File: config.mk
export PLATFORM = sky130hd
export DESIGN_NAME = uart_nco_tx
export DESIGN_NICKNAME = d
export VERILOG_FILES = /design/src/rtl/uart_nco_pkg.sv /design/src/rtl/uart_nco_tick.sv /design/src/rtl/uart_tx_frame.sv /design/src/rtl/uart_nco_tx.sv
export SDC_FILE = /design/constraint.sdc
export NUM_CORES = 1
export LEC_CHECK = 0
export BUFFER_PORTS_ARGS = -buffer_cell sky130_fd_sc_hd__buf_2
export CAP_MARGIN = 20
export CORE_UTILIZATION = 52
export CTS_CLUSTER_DIAMETER = 80
export DETAILED_ROUTE_END_ITERATION = 7
export PLACE_DENSITY = 0.84
export SYNTH_ARGS = -nofsm -noshare
export SYNTH_HDL_FRONTEND = slang
export SYNTH_SLANG_ARGS = --single-unit
File: constraint.sdc
create_clock -name clk_i -period 3.2 [get_ports clk_i]
set_input_delay 0.64 -clock clk_i [delete_from_list [all_inputs] [get_ports clk_i]]
set_output_delay 0.64 -clock clk_i [all_outputs]
set_load 0.03 [all_outputs]
File: src/rtl/uart_nco_pkg.sv
package uart_nco_pkg;
  localparam int CTRL_TX_EN    = 0;
  localparam int CTRL_PAR_EN   = 6;
  localparam int CTRL_PAR_ODD  = 7;
  localparam int CTRL_INC_LSB  = 16;

  function automatic logic par_bit(input logic [7:0] d, input logic odd);
    return (^d) ^ odd;
  endfunction
endpackage

File: src/rtl/uart_nco_tick.sv
module uart_nco_tick #(
  parameter int INC_W = 16,
  parameter int ACC_W = 20
) (
  input  logic             clk_i,
  input  logic             rst_ni,
  input  logic [INC_W-1:0] inc_i,
  output logic             tick_o
);
  logic [ACC_W-1:0] acc_q;
  logic [ACC_W:0]   sum;

  assign sum    = {1'b0, acc_q} + (ACC_W+1)'(inc_i);
  assign tick_o = sum[ACC_W];

  always_ff @(posedge clk_i or negedge rst_ni) begin
    if (!rst_ni) acc_q <= '0;
    else         acc_q <= sum[ACC_W-1:0];
  end
endmodule

File: src/rtl/uart_tx_frame.sv
module uart_tx_frame #(
  parameter int DATA_W = 8
) (
  input  logic              clk_i,
  input  logic              rst_ni,
  input  logic              tick_i,
  input  logic              en_i,
  input  logic              par_en_i,
  input  logic              par_odd_i,
  input  logic [DATA_W-1:0] data_i,
  input  logic              valid_i,
  output logic              ready_o,
  output logic              busy_o,
  output logic              tx_o
);
  localparam int SH_W  = DATA_W + 2;
  localparam int CNT_W = $clog2(SH_W + 1);

  logic [SH_W-1:0]  sh_q;
  logic [CNT_W-1:0] left_q;
  logic             busy_q, tx_q, accept, par;

  // take a byte on a tick when idle or when the stop bit is ending
  assign ready_o = tick_i & en_i & (~busy_q | (left_q == '0));
  assign accept  = ready_o & valid_i;
  assign par     = (^data_i) ^ par_odd_i;
  assign busy_o  = busy_q;
  assign tx_o    = tx_q;

  always_ff @(posedge clk_i or negedge rst_ni) begin
    if (!rst_ni) begin
      busy_q <= 1'b0;
      tx_q   <= 1'b1;
      sh_q   <= '1;
      left_q <= '0;
    end else if (tick_i) begin
      if (accept) begin
        busy_q <= 1'b1;
        tx_q   <= 1'b0;
        sh_q   <= par_en_i ? {1'b1, par, data_i} : {2'b11, data_i};
        left_q <= par_en_i ? CNT_W'(DATA_W + 2) : CNT_W'(DATA_W + 1);
      end else if (busy_q && left_q != '0) begin
        tx_q   <= sh_q[0];
        sh_q   <= {1'b1, sh_q[SH_W-1:1]};
        left_q <= left_q - 1'b1;
      end else begin
        busy_q <= 1'b0;
      end
    end
  end
endmodule

File: src/rtl/uart_nco_tx.sv
module uart_nco_tx
  import uart_nco_pkg::*;
#(
  parameter int DATA_W = 8,
  parameter int INC_W  = 16,
  parameter int ACC_W  = 20
) (
  input  logic              clk_i,
  input  logic              rst_ni,
  input  logic [31:0]       ctrl_i,
  input  logic [DATA_W-1:0] byte_i,
  input  logic              byte_valid_i,
  output logic              byte_ready_o,
  output logic              tx_o
);
  logic nco_tick, frm_busy;
  logic unused_ctrl;
  assign unused_ctrl = ^{ctrl_i[15:8], ctrl_i[5:1]};

  uart_nco_tick #(.INC_W(INC_W), .ACC_W(ACC_W)) u_nco (
    .clk_i  (clk_i),
    .rst_ni (rst_ni),
    .inc_i  (ctrl_i[CTRL_INC_LSB +: INC_W]),
    .tick_o (nco_tick)
  );

  uart_tx_frame #(.DATA_W(DATA_W)) u_frm (
    .clk_i     (clk_i),
    .rst_ni    (rst_ni),
    .tick_i    (nco_tick),
    .en_i      (ctrl_i[CTRL_TX_EN]),
    .par_en_i  (ctrl_i[CTRL_PAR_EN]),
    .par_odd_i (ctrl_i[CTRL_PAR_ODD]),
    .data_i    (byte_i),
    .valid_i   (byte_valid_i),
    .ready_o   (byte_ready_o),
    .busy_o    (frm_busy),
    .tx_o      (tx_o)
  );
endmodule

==> impl_metrics.sql <==
INSERT INTO impl_metrics (metric_group, metric, value, unit) VALUES
('layout', 'syn_to_final_growth', '16.7', '%'),
('worst_setup_path', 'critical_path.max_fanout', '3', ''),
('sta', 'finalWorstSetupSlack', '0.0533', 'ns'),
('worst_setup_path', 'worstPathCellList', 'buf_2 > ha_1 > fa_2 > a211o_4 > o211ai_4 > a211oi_4 > o21ai_4 > a211oi_4 > and2_1 > buf_4', ''),
('place', 'detailedPlace.worstSlack', '0.0291', 'ns'),
('synth', 'yosysUniqueCellTypes', '54', ''),
('layout', 'fraction_of_layout_cells_with_a_size_suffix_above_1', '29.6', '%'),
('route', 'route.antenna.remaining_nets', '0', ''),
('worst_setup_path', 'critical_path_class', 'in2out', ''),
('place', 'placement.cell_area', '2440', 'um2'),
('clock_network', 'cts_hold_buf', '0', ''),
('route', 'total_vias_in_the_final_route', '1733', ''),
('sta', 'finalHoldViolations', '0', ''),
('synth', 'netlist_area', '2220', 'um2'),
('die', 'fp.dieW', '67.4', 'um'),
('worst_setup_path', 'cell_with_the_most_instances_on_the_worst_path', 'sky130_fd_sc_hd__a211oi_4', ''),
('synth', 'synth.area.top_cells', 'sky130_fd_sc_hd__dfrtp_1 28%, sky130_fd_sc_hd__dfstp_2 12%, sky130_fd_sc_hd__ha_1 10%', ''),
('synth', 'synth_sequential_area_ratio', '40.0', '%'),
('synth', 'synth.avg_cell_area', '10.8', 'um2'),
('die', 'die-area', '4540', 'um2'),
('worst_setup_path', 'start_kind', 'primary input', ''),
('route', 'drt_drc_violations_left', '0', ''),
('synth', 'synth_top_area_share', '28.2', '%'),
('worst_setup_path', 'rr_worst_depth', '9', ''),
('worst_setup_path', 'endpoint_kind', 'output port', ''),
('power', 'power.ir.vdd_worst', '0.524', 'mV'),
('sta', 'fin_tns_setup', '0', 'ns'),
('sta', 'grt_setup_unrepaired', 'no', ''),
('layout', 'final_cell_area', '2590', 'um2'),
('clock_network', 'htree_levels', '2', ''),
('sta', 'slew_violations', '0', ''),
('synth', 'netlist_top_cells_count', '25 x sky130_fd_sc_hd__dfrtp_1, 18 x sky130_fd_sc_hd__ha_1, 17 x sky130_fd_sc_hd__xnor2_1', ''),
('die', 'dieHeight', '67.4', 'um'),
('clock_network', 'clock-sinks', '35', ''),
('clock_network', 'worst_setup_hold_path_clk_slew', '0.07', 'ns'),
('place', 'placement.io_buffers', '31', ''),
('worst_setup_path', 'critical_path.max_stage_delay', '0.36', 'ns'),
('place', 'routabilityCongestion', '0.796', ''),
('synth', 'synth-warning-count', '0', ''),
('sta', 'finalWorstPathRequiredPeriod', '3.15', 'ns'),
('route', 'vias_per_cell', '5.84', ''),
('die', 'core_area', '4060', 'um2'),
('clock_network', 'insertion_delay', '0.29', 'ns'),
('layout', 'layout.nets', '308', ''),
('status', 'status', 'complete, no violations', ''),
('worst_setup_path', 'crit_slowest_cell', 'sky130_fd_sc_hd__a211o_4', ''),
('power', 'p_per_area', '990', 'nW/um2'),
('place', 'hpwl', '3250', 'um'),
('synth', 'post-synth-top-count-cell', 'sky130_fd_sc_hd__dfrtp_1', ''),
('grt', 'global_route_wire_length_before_repair', '7820', 'um'),
('worst_setup_path', 'buffers_and_inverters_on_the_worst_path', '2', ''),
('synth', 'netlist_instances', '206', ''),
('synth', 'postSynthNetCount', '268', ''),
('route', 'drt-wirelength-per-cell', '15.1', 'um'),
('route', 'drt_pre_antenna_iters', '4', ''),
('grt', 'number_of_antenna_violations_at_the_first_check_in_global_routing', '0', ''),
('sta', 'tightestPinTransition', '0.770', 'ns'),
('flow_run', 'max_cap_violations', '0', ''),
('worst_setup_path', 'cp.arrival', '2.51', 'ns'),
('synth', 'postSynth.topFlopCell', 'sky130_fd_sc_hd__dfrtp_1', ''),
('synth', 'synth_seq_cells', '35', ''),
('synth', 'postSynth.asyncResetShare', '100', '%'),
('grt', 'remaining_overflow_grt', '0', ''),
('worst_setup_path', 'r2r-end', 'u_frm.left_q[2]$_DFFE_PN0P_', ''),
('grt', 'global_route.usage.total', '23.3', '%'),
('grt', 'grt_start_max_net_pins', '36', ''),
('synth', 'synth_enable_flop_cells', '0', ''),
('min_path', 'hold_path_class', 'in2async', ''),
('layout', 'diodes', '0', ''),
('sta', 'clock_skew', '0.0115', 'ns'),
('clock_network', 'cts_tree', 'yes', '');
## flip-flops by register name (all words and copies together), names as in the netlist
name / count
u_frm.left_q: 4
u_frm.busy_o: 1
u_nco.acc_q: 20
u_frm.sh_q: 9
u_frm.tx_o: 1
## cell families (layout without fill, tap and decap cells)
group / after synthesis / in the layout / share of synthesized area, %
adder cells (fa/ha/maj): 19 / 19 / 11.0
AO/OA/AOI/OAI: 78 / 78 / 27.1
buffers and inverters: 9 / 50 / 2.54
multiplexers: 1 / 1 / 0.451
flip-flops: 35 / 35 / 40.0
XOR/XNOR: 24 / 24 / 9.46
AND/OR/NAND/NOR: 40 / 40 / 9.41
## layout by cell type (no fill, tap or decap), types with 4 or more instances in the layout
cell type,netlist,routed
sky130_fd_sc_hd__a21oi_1,15,15
sky130_fd_sc_hd__o21ai_0,10,10
sky130_fd_sc_hd__buf_4,2,7
sky130_fd_sc_hd__xnor2_1,17,17
sky130_fd_sc_hd__o22ai_1,8,8
sky130_fd_sc_hd__buf_2,0,30
sky130_fd_sc_hd__nor2_1,9,9
sky130_fd_sc_hd__inv_1,5,5
sky130_fd_sc_hd__dfstp_2,10,10
sky130_fd_sc_hd__nand3_1,4,4
sky130_fd_sc_hd__clkbuf_8,0,6
sky130_fd_sc_hd__ha_1,18,18
sky130_fd_sc_hd__o21a_1,4,4
sky130_fd_sc_hd__dfrtp_1,25,25
sky130_fd_sc_hd__xor2_1,7,7
sky130_fd_sc_hd__a2bb2oi_1,8,8
sky130_fd_sc_hd__nand2_1,11,11
## report_power, final
group / internal [mW] / switching [mW]
logic: 0.624 / 0.716
clock network: 0.252 / 0.166
registers: 0.700 / 0.106
## worst max path at each step
| stage | startpoint | end | depth (start not counted) |
|---|---|---|---|
| after floorplan | ctrl_i[16] | byte_ready_o | 8 |
| after global placement | ctrl_i[16] | byte_ready_o | 10 |
| after detailed placement | ctrl_i[16] | byte_ready_o | 10 |
| after CTS | ctrl_i[16] | byte_ready_o | 10 |
| after global routing | ctrl_i[16] | byte_ready_o | 10 |
| final | ctrl_i[16] | byte_ready_o | 10 |
## final cells by class
class                           count  area, um2
Fill cell                         320       1470
Multi-Input combinational cell    162       1300
Sequential cell                    35        888
Timing Repair Buffer               37        203
Clock buffer                        6       82.6
Tap cell                           50       62.6
Clock inverter                      2       35.0
Inverter                            5       18.8
## per-layer routing
metal	GRT usage, %	vias up	routed length (um)
li1	-	851	-
met2	37.8	41	2270
met3	6.42	7	152
met1	29.0	834	1990
met5	0	-	0
met4	9.57	0	60
## stage by stage
step	power (mW)	instances	utilization, %	hold slack, ns
floorplan	1.85	206	-	0.344
global placement	2.05	288	60.1	0.453
detailed placement	2.11	288	60.1	0.448
CTS	2.54	296	63.0	0.459
global route	2.79	297	63.9	0.484
finish	2.57	297	63.9	0.422
## timing repair
action,CTS,global route
gates resized for setup,0,6
endpoints found under the setup margin,0,1
buffers inserted,0,1
Power figures use the tool's default switching activity.
